### src/rtl/pid_pkg.sv
package pid_pkg;

    localparam int WORD_W = 10;
    localparam int LINE_W = 11;
    localparam int PKT_WORDS = 11;

    typedef enum logic [2:0] {
        FMT_625I  = 3'd0,
        FMT_1080I = 3'd1,
        FMT_525P  = 3'd2,
        FMT_625P  = 3'd3,
        FMT_720P  = 3'd4,
        FMT_1080P = 3'd5
    } vfmt_e;

    typedef struct packed {
        logic [WORD_W-1:0] y;
        logic              ins;
    } luma_t;

    // Line on which the packet belongs; zero means no insertion.
    function automatic logic [LINE_W-1:0] target_line(input logic [2:0] fmt, input logic second);
        case (fmt)
            FMT_625I:  return second ? LINE_W'(322) : LINE_W'(9);
            FMT_1080I: return second ? LINE_W'(572) : LINE_W'(10);
            FMT_525P:  return LINE_W'(13);
            FMT_625P:  return LINE_W'(9);
            FMT_720P,
            FMT_1080P: return LINE_W'(10);
            default:   return '0;
        endcase
    endfunction

    // 8-bit value with even parity in bit 8 and its inverse in bit 9.
    function automatic logic [WORD_W-1:0] anc_word(input logic [7:0] v);
        logic p;
        p = ^v;
        return {~p, p, v};
    endfunction

endpackage

### src/rtl/pid_line_match.sv
module pid_line_match
    import pid_pkg::*;
(
    input  logic [2:0]        fmt_sel,
    input  logic              field_two,
    input  logic [LINE_W-1:0] line_num,
    output logic              hit
);
    logic [LINE_W-1:0] want;

    always_comb begin
        want = target_line(fmt_sel, field_two);
        hit  = (want != '0) && (line_num == want);
    end
endmodule

### src/rtl/pid_packet_gen.sv
module pid_packet_gen
    import pid_pkg::*;
#(
    parameter logic [7:0] DID_VAL  = 8'h41,
    parameter logic [7:0] SDID_VAL = 8'h01,
    parameter int         N_BYTES  = 4
) (
    input  logic                   clk,
    input  logic                   rst,
    input  logic                   trigger,
    input  logic [N_BYTES-1:0][7:0] bytes_in,
    output logic                   active,
    output logic [WORD_W-1:0]      word
);
    localparam int N_WORDS = 3 + 3 + N_BYTES + 1;
    localparam int IDX_W   = $clog2(N_WORDS + 1);
    localparam logic [IDX_W-1:0] LAST = IDX_W'(N_WORDS);

    logic [IDX_W-1:0]          idx;
    logic [N_BYTES-1:0][7:0]   held;
    logic [WORD_W-1:0]         body [N_BYTES+3];
    logic [8:0]                sum;

    assign active = (idx != '0);

    always_ff @(posedge clk) begin
        if (rst) begin
            idx  <= '0;
            held <= '0;
        end else if (!active) begin
            if (trigger) begin
                idx  <= IDX_W'(1);
                held <= bytes_in;
            end
        end else begin
            idx <= (idx == LAST) ? '0 : idx + IDX_W'(1);
        end
    end

    // Identifier, count and payload words; checksum over their low 9 bits.
    always_comb begin
        body[0] = anc_word(DID_VAL);
        body[1] = anc_word(SDID_VAL);
        body[2] = anc_word(8'(N_BYTES));
        sum     = '0;
        for (int k = 0; k < N_BYTES; k++) begin
            body[k+3] = anc_word(held[k]);
        end
        for (int k = 0; k < N_BYTES + 3; k++) begin
            sum = sum + body[k][8:0];
        end
    end

    always_comb begin
        if (idx == IDX_W'(1)) begin
            word = '0;
        end else if (idx == IDX_W'(2) || idx == IDX_W'(3)) begin
            word = '1;
        end else if (idx == LAST) begin
            word = {~sum[8], sum};
        end else if (idx >= IDX_W'(4)) begin
            word = body[int'(idx) - 4];
        end else begin
            word = '0;
        end
    end

    // the word index walks up by one until the last word, then returns to idle
    a_r6_index_walk: assert property (@(posedge clk) disable iff (rst)
        active |=> ((idx == $past(idx) + IDX_W'(1)) || (idx == '0 && $past(idx) == LAST)));

    // captured bytes hold still for the whole packet
    a_r10_bytes_hold: assert property (@(posedge clk) disable iff (rst)
        active |=> $stable(held));
endmodule

### src/rtl/pid_inserter.sv
module pid_inserter
    import pid_pkg::*;
#(
    parameter bit INSERT_EN = 1'b1
) (
    input  logic              clk,
    input  logic              rst,
    input  logic [9:0]        y_in,
    input  logic [9:0]        c_in,
    input  logic [10:0]       line_num,
    input  logic              field_two,
    input  logic              eav_mark,
    input  logic [2:0]        fmt_sel,
    input  logic [7:0]        pay_b0,
    input  logic [7:0]        pay_b1,
    input  logic [7:0]        pay_b2,
    input  logic [7:0]        pay_b3,
    output logic [9:0]        y_out,
    output logic [9:0]        c_out,
    output logic              ins_flag
);
    luma_t nxt;

    generate
        if (INSERT_EN) begin : g_ins
            logic              hit;
            logic              busy;
            logic [WORD_W-1:0] pkt_word;

            pid_line_match u_match (
                .fmt_sel   (fmt_sel),
                .field_two (field_two),
                .line_num  (line_num),
                .hit       (hit)
            );

            pid_packet_gen #(.N_BYTES(4)) u_gen (
                .clk      (clk),
                .rst      (rst),
                .trigger  (eav_mark && hit),
                .bytes_in ({pay_b3, pay_b2, pay_b1, pay_b0}),
                .active   (busy),
                .word     (pkt_word)
            );

            always_comb begin
                nxt.ins = busy;
                nxt.y   = busy ? pkt_word : y_in;
            end
        end else begin : g_pass
            always_comb begin
                nxt.ins = 1'b0;
                nxt.y   = y_in;
            end
        end
    endgenerate

    always_ff @(posedge clk) begin
        if (rst) begin
            y_out    <= '0;
            c_out    <= '0;
            ins_flag <= 1'b0;
        end else begin
            y_out    <= nxt.y;
            c_out    <= c_in;
            ins_flag <= nxt.ins;
        end
    end

    // chroma is a pure one-cycle delay
    a_r3_chroma_delay: assert property (@(posedge clk) disable iff (rst)
        !$past(rst) |-> c_out == $past(c_in));

    // unflagged luma is the previous input word
    a_r2_luma_pass: assert property (@(posedge clk) disable iff (rst)
        (!$past(rst) && !ins_flag) |-> y_out == $past(y_in));

    // a packet opens with the all-zero flag word
    a_r7_first_word: assert property (@(posedge clk) disable iff (rst)
        $rose(ins_flag) |-> y_out == 10'h000);

    // disabled build never flags a word
    a_r11_no_flag_when_off: assert property (@(posedge clk) disable iff (rst)
        !INSERT_EN |-> !ins_flag);
endmodule

### config.mk
export PLATFORM = sky130hd
export DESIGN_NAME = pid_inserter
export DESIGN_NICKNAME = d
export VERILOG_FILES = /design/src/rtl/pid_pkg.sv /design/src/rtl/pid_line_match.sv /design/src/rtl/pid_packet_gen.sv /design/src/rtl/pid_inserter.sv
export SDC_FILE = /design/constraint.sdc
export NUM_CORES = 1
export LEC_CHECK = 0
export BUFFER_PORTS_ARGS = -buffer_cell sky130_fd_sc_hd__buf_4
export CORE_MARGIN = 5
export CORE_UTILIZATION = 50
export CTS_CLUSTER_DIAMETER = 50
export DETAILED_ROUTE_END_ITERATION = 10
export PLACE_DENSITY = 0.81
export SYNTH_ARGS = -nofsm -noshare
export SYNTH_HDL_FRONTEND = slang
export SYNTH_SLANG_ARGS = --single-unit
### constraint.sdc
create_clock -name clk -period 6.6 [get_ports clk]
set_input_delay 1.98 -clock clk [delete_from_list [all_inputs] [get_ports clk]]
set_output_delay 1.98 -clock clk [all_outputs]
set_load 0.02 [all_outputs]
==> After elaboration in Yosys (flattened, before gate mapping) <==
Cells that the tools add are included.
{ "word_totals": {"register_bits": 57, "elab_cells": 60, "inputBits": 70} }
{ "classes": {"n_addsub": 6, "magnitude_cmp": 2, "n_mux": 14, "bitwise_logic": 7, "n_reduce_logical": 13, "n_eq_ne": 10} }
{ "ops": {"columns": ["operator", "n"], "rows": [
  ["two-way mux 10 bit", 8],
  ["one-hot mux 11 bit (5 select lines)", 1],
  ["greater-or-equal comparator 32 x 4 -> 1 bit, second input constant", 1],
  ["inverter 32 bit", 1],
  ["parity 8 bit", 4],
  ["binary-select mux 10 bit (select 3 bit)", 1],
  ["adder 9 bit", 3],
  ["two-way mux 4 bit", 3],
  ["== test 11 bit", 1],
  ["nonzero test 11 bit", 1],
  ["adder 7 x 9 -> 9 bit, first input constant", 1],
  ["two-way mux 9 bit", 1],
  ["== test 4 x 2 -> 1 bit, second input constant", 2],
  ["== test 3 x 2 -> 1 bit, second input constant", 2],
  ["== test 3 bit, second input constant", 2],
  ["inverter 1 bit", 6],
  ["subtractor 4 x 3 -> 5 bit, second input constant", 1],
  ["adder 4 x 1 -> 4 bit, second input constant", 1],
  ["== test 4 x 1 -> 1 bit, second input constant", 1],
  ["== test 4 bit, second input constant", 1],
  ["greater-or-equal comparator 4 x 3 -> 1 bit, second input constant", 1],
  ["nonzero test 4 bit", 1],
  ["== test 3 x 1 -> 1 bit, second input constant", 1],
  ["logical NOT 3 bit", 1],
  ["other kinds (5)", 6]
]} }

==> Logic depth before layout (Yosys ltp) <==
{ "logic_depth": {"depth_word": 10, "ltp_mapped": 17, "mapped_depth_nobuf": 17} }

==> Hierarchy <==
A second synthesis with hierarchy kept.
{ "hier_totals": {"cells_unflattened": 460, "area_unflattened_um2": 3743.6} }
{ "modules_own_cells": {"columns": ["module", "cells_each", "area_each_um2", "n_inst"], "rows": [
  ["pid_packet_gen", 375, 2885.3, 1],
  ["pid_inserter", 56, 654.4, 1],
  ["pid_line_match", 29, 203.9, 1]
]} }

==> Worst setup path before layout <==
OpenSTA, ideal clock, no wires.
{ "synth_timing": {"path_type": "input port to flip-flop", "start": "input port fmt_sel[0]", "end": "register g_ins.u_gen.held, in the netlist g_ins.u_gen.body[0]", "stages": 9, "setup_slack_ps": 2509, "n_path_buf": 2, "setup_time_ps": 128, "t_arrival_ps": 3964, "cell_sequence": "buf_6 or2b_1 a21oi_1 xor2_1 or4_4 nor4b_4 buf_6 mux2i_1 nor2_1"} }
{ "synth_between": {"elab_chain_len": 7} }
{ "synth_lines": {"columns": ["element", "line_no", "text"], "rows": [
  ["start, declared", "pid_inserter.sv:13", "input logic [2:0] fmt_sel,"],
  ["== test 3 bit", "pid_pkg.sv:23", "case (fmt)"],
  ["OR reduction 2 bit", "pid_pkg.sv:23", null],
  ["one-hot mux 11 bit (5 select lines) *", "pid_pkg.sv:23", null],
  ["== test 11 bit / nonzero test 11 bit (equally long branches)", "pid_line_match.sv:13", "hit = (want != '0) && (line_num == want);"],
  ["logical AND 1 bit *", "pid_line_match.sv:13", null],
  ["logical AND 1 bit *", "pid_inserter.sv:40", ".trigger (eav_mark && hit),"],
  ["AND reduction 2 bit (no line) *", null, null],
  ["end signal, assigned", "pid_packet_gen.sv:33", "held <= bytes_in;"],
  ["end, declared", "pid_packet_gen.sv:20", "logic [N_BYTES-1:0][7:0] held;"]
]} }
Mark *: on every way between the ends. The rest lies on a longest branch, timed or not.
A chain may end at the register's enable or synchronous reset.

==> Worst setup path in the final report <==
{ "layout_timing": {"start": "input port fmt_sel[0]", "end": "register g_ins.u_gen.held, in the netlist g_ins.u_gen.body[30]"} }
Same word-level chain as after synthesis.

==> results.ini <==
[timing]
finalSetupViolCount = 0
slew_violations = 0
unrepaired_setup_endpoints_after_global_routing = false
report.final.hold_viol_count = 0
tightest_slew_ps = 1080
final_worst_path_period_share = 0.608
max-slew-margin-rel = 0.270
clock.fmax_mhz = 249
setup_ws_ps = 2590
finalSetupTns_ps = 0
final_period_demand_of_the_worst_path_ps = 4010
clock-skew-final_ps = 15.5

[final_layout]
layout.nets = 603
final_common_cell = sky130_fd_sc_hd__buf_4
synth_to_layout_area_growth_pct = 24.4
commonest_non_fill_non_tap_cells_in_the_layout = sky130_fd_sc_hd__buf_4 (91), sky130_fd_sc_hd__nor2_1 (58), sky130_fd_sc_hd__dfxtp_1 (57)
insertedDiodeCount = 0
n_fill_cell = 620
final_cell_area_um2 = 4650
final_layout_size_suffix_gt1_frac = 0.224

[die]
number_of_placement_rows = 31
design.die.area_um2 = 9310
num_io_pins = 91
core_um2 = 7250
die_w_um = 96.5
initial_core_util = 0.515
die_h_um = 96.5

[logic_synthesis]
synth.yosys.warnings = 0
number_of_enable_type_register_cells_in_the_synthesized_netlist = 0
main_combinational_cell_family_by_area_after_synthesis = adder cells
per_instance_average_area_after_synthesis_um2 = 8.99
synth_ff_type = sky130_fd_sc_hd__dfxtp_1
mapped_nets = 520
asyncSetResetFlopFracSynth = 0
synth.yosys.seq_area_share = 0.305
synth.mux.area_fraction = 0.105
syn-instance-count = 416
mappedNetlistArea_um2 = 3740
yosys_register_bits = 57
synth_adder_area_share = 0.146
yosys.area_share.xor_xnor = 0.102
synth_compound_gate_area_share = 0.142
yosys.cell_types.count = 49
synth_simple_gate_area_share = 0.132

[critical_path]
worst_path_required_time_ps = 6820
worst_r2r_path_depth = 17
capture_instance_of_the_worst_register_to_register_path = y_out[8]$_SDFF_PP0_
crit_path_max_fanout = 32
timing_worst_setup_path_type = in -> reg
crit_end_category = flop
timing.rr.start = g_ins.u_gen.body[12]$_SDFFE_PP0P_
ff2ff_setup_slack_ps = 2790
crit_path_start_kind = primary input
cp.arrival_ps = 4230

[route]
final_antenna_net_count = 0
route.vias.total = 3187
detail_route.iter0.violations = 258
drc_errors_left = 0
iteration_count_of_the_initial_detailed_routing_pass = 5
drt-vias-per-instance = 5.29
overall_routed_net_length_um = 9010
avgRoutedWirePerCell_um = 14.9

[place]
place.detailed.hpwl_um = 6990
placed_standard_cell_area_um2 = 4440
place_congestion = 0.936
io_buffers = 90
dp_worst_slack_ps = 2240

[flow_run]
drv_cap = 0

[clock_tree]
tritoncts = built
clk_latency_ps = 360
cts_root_buffer_type = sky130_fd_sc_hd__clkbuf_8
cts.reportedPaths.clkPinSlew_ps = 60
cts-resized-gates = 0
clock_tree.htree_level_count = 3
cts-root-to-sink-buffers = 2
ctsHoldBuffers = 0
cts-buffers-inserted = 9
post_cts.repair.setup_buffers = 0
tritoncts_num_sinks = 57

[power]
power_density_nw_per_um2 = 197
totalPowerFinal_w = 0.000918
worst_ir_drop_vdd_mv = 0.133
power.static_leakage_nw = 1.90

[global_route]
grt_remaining_overflow = 0
antenna_found_initial = 0
grt_max_degree = 58
grt_pass1_wl_um = 14900
via_count_of_the_first_global_routing_pass = 3212
groute.usage.overall = 0.209

[min_path]
worstHoldEndpoint = g_ins.u_gen.body[6]$_SDFFE_PP0P_
min_delay_path_depth = 2
worst_hold_launch = g_ins.u_gen.body[6]$_SDFFE_PP0P_
hp-class = reg -> reg

[outcome]
outcome = finished, final reports clean

-- cells by family after synthesis --
family,after synthesis
AND/OR/NAND/NOR,104
AO/OA/AOI/OAI,81
buffers and inverters,59
flip-flops,57
XOR/XNOR,42
multiplexers,39
adder cells (fa/ha/maj),34
-- report_power, final --
part / switching, W / internal (W) / leakage [nW]
Sequential: 0.0000247 / 0.000364 / 0.464
Combinational: 0.000102 / 0.0000865 / 1.34
Clock: 0.000146 / 0.000195 / 0.103
-- area by class of cell --
| type | count | area [um^2] | share of cell area |
|---|---|---|---|
| clock buffer | 12 | 155 | 0.0334 |
| clock inverter | 4 | 51.3 | 0.0110 |
| inverter | 40 | 150 | 0.0323 |
| multi-input combinational | 300 | 2350 | 0.504 |
| sequential | 57 | 1140 | 0.245 |
| tap | 99 | 124 | 0.0266 |
| timing repair buffer | 91 | 683 | 0.147 |
-- cells in the mapped netlist (all sizes together), types with 2 or more instances --
master | number | share of area
nand3 | 4 | 0.0054
o21bai | 3 | 0.0060
a22oi | 14 | 0.028
o22ai | 2 | 0.0033
nor2b | 12 | 0.020
a21oi | 18 | 0.024
o221ai | 2 | 0.0047
o31ai | 2 | 0.0040
clkbuf | 14 | 0.014
dfxtp | 57 | 0.31
mux2i | 36 | 0.096
ha | 18 | 0.060
xnor2 | 36 | 0.084
a22o | 5 | 0.012
nor2 | 58 | 0.058
nor3 | 4 | 0.0054
fa | 16 | 0.086
mux2 | 3 | 0.0090
nor4b | 2 | 0.0087
o21ai | 20 | 0.027
and2 | 2 | 0.0033
xor2 | 5 | 0.012
inv | 40 | 0.040
a31oi | 3 | 0.0050
nand2 | 13 | 0.013
o21a | 3 | 0.0060
buf | 5 | 0.013
-- worst max-delay path: stages --
cell and delay [ps]:
sky130_fd_sc_hd__buf_4 140, sky130_fd_sc_hd__or2b_1 220, sky130_fd_sc_hd__a21oi_1 160, sky130_fd_sc_hd__xor2_1 80
sky130_fd_sc_hd__or4_4 560, sky130_fd_sc_hd__nor4b_4 250, sky130_fd_sc_hd__buf_4 480, sky130_fd_sc_hd__mux2i_1 270
sky130_fd_sc_hd__nor2_1 50
-- through the flow --
step	hold WS, ps	util	instances
final	554	0.641	603
after global placement	532	0.613	587
after global routing	582	0.641	603
after CTS	555	0.641	603
after detailed placement	546	0.613	587
after floorplan	504	-	416
-- layer usage --
| layer | wire, um | share of wire | vias to the layer above | track usage |
|---|---|---|---|---|
| met1 | 3900 | 0.43 | 1484 | 0.268 |
| met5 | 0 | 0 | - | 0 |
| met3 | 725 | 0.080 | 16 | 0.0387 |
| met2 | 4190 | 0.46 | 120 | 0.345 |
| li1 | - | - | 1567 | - |
| met4 | 197 | 0.022 | 0 | 0.0864 |
-- sequential cells by signal, summed over array words and instances (netlist names) --
signal / flops
g_ins.u_gen.idx: 4
y_out: 10
c_out: 10
g_ins.u_gen.body: 32
ins_flag: 1
-- how the worst max path moves through the flow --
stage / from / end / slack (ps) / cells past startpoint
2_1_floorplan: fmt_sel[0] / g_ins.u_gen.body[0]$_SDFFE_PP0P_ / 2510 / 9
3_3_place_gp: fmt_sel[0] / g_ins.u_gen.body[31]$_SDFFE_PP0P_ / 2310 / 9
3_5_place_dp: fmt_sel[0] / g_ins.u_gen.body[16]$_SDFFE_PP0P_ / 2240 / 9
4_1_cts: fmt_sel[0] / g_ins.u_gen.body[30]$_SDFFE_PP0P_ / 2610 / 9
5_1_grt: fmt_sel[0] / g_ins.u_gen.body[21]$_SDFFE_PP0P_ / 2420 / 9
6_report: fmt_sel[0] / g_ins.u_gen.body[30]$_SDFFE_PP0P_ / 2590 / 9
Note: power is estimated with default switching activity, not from simulation.
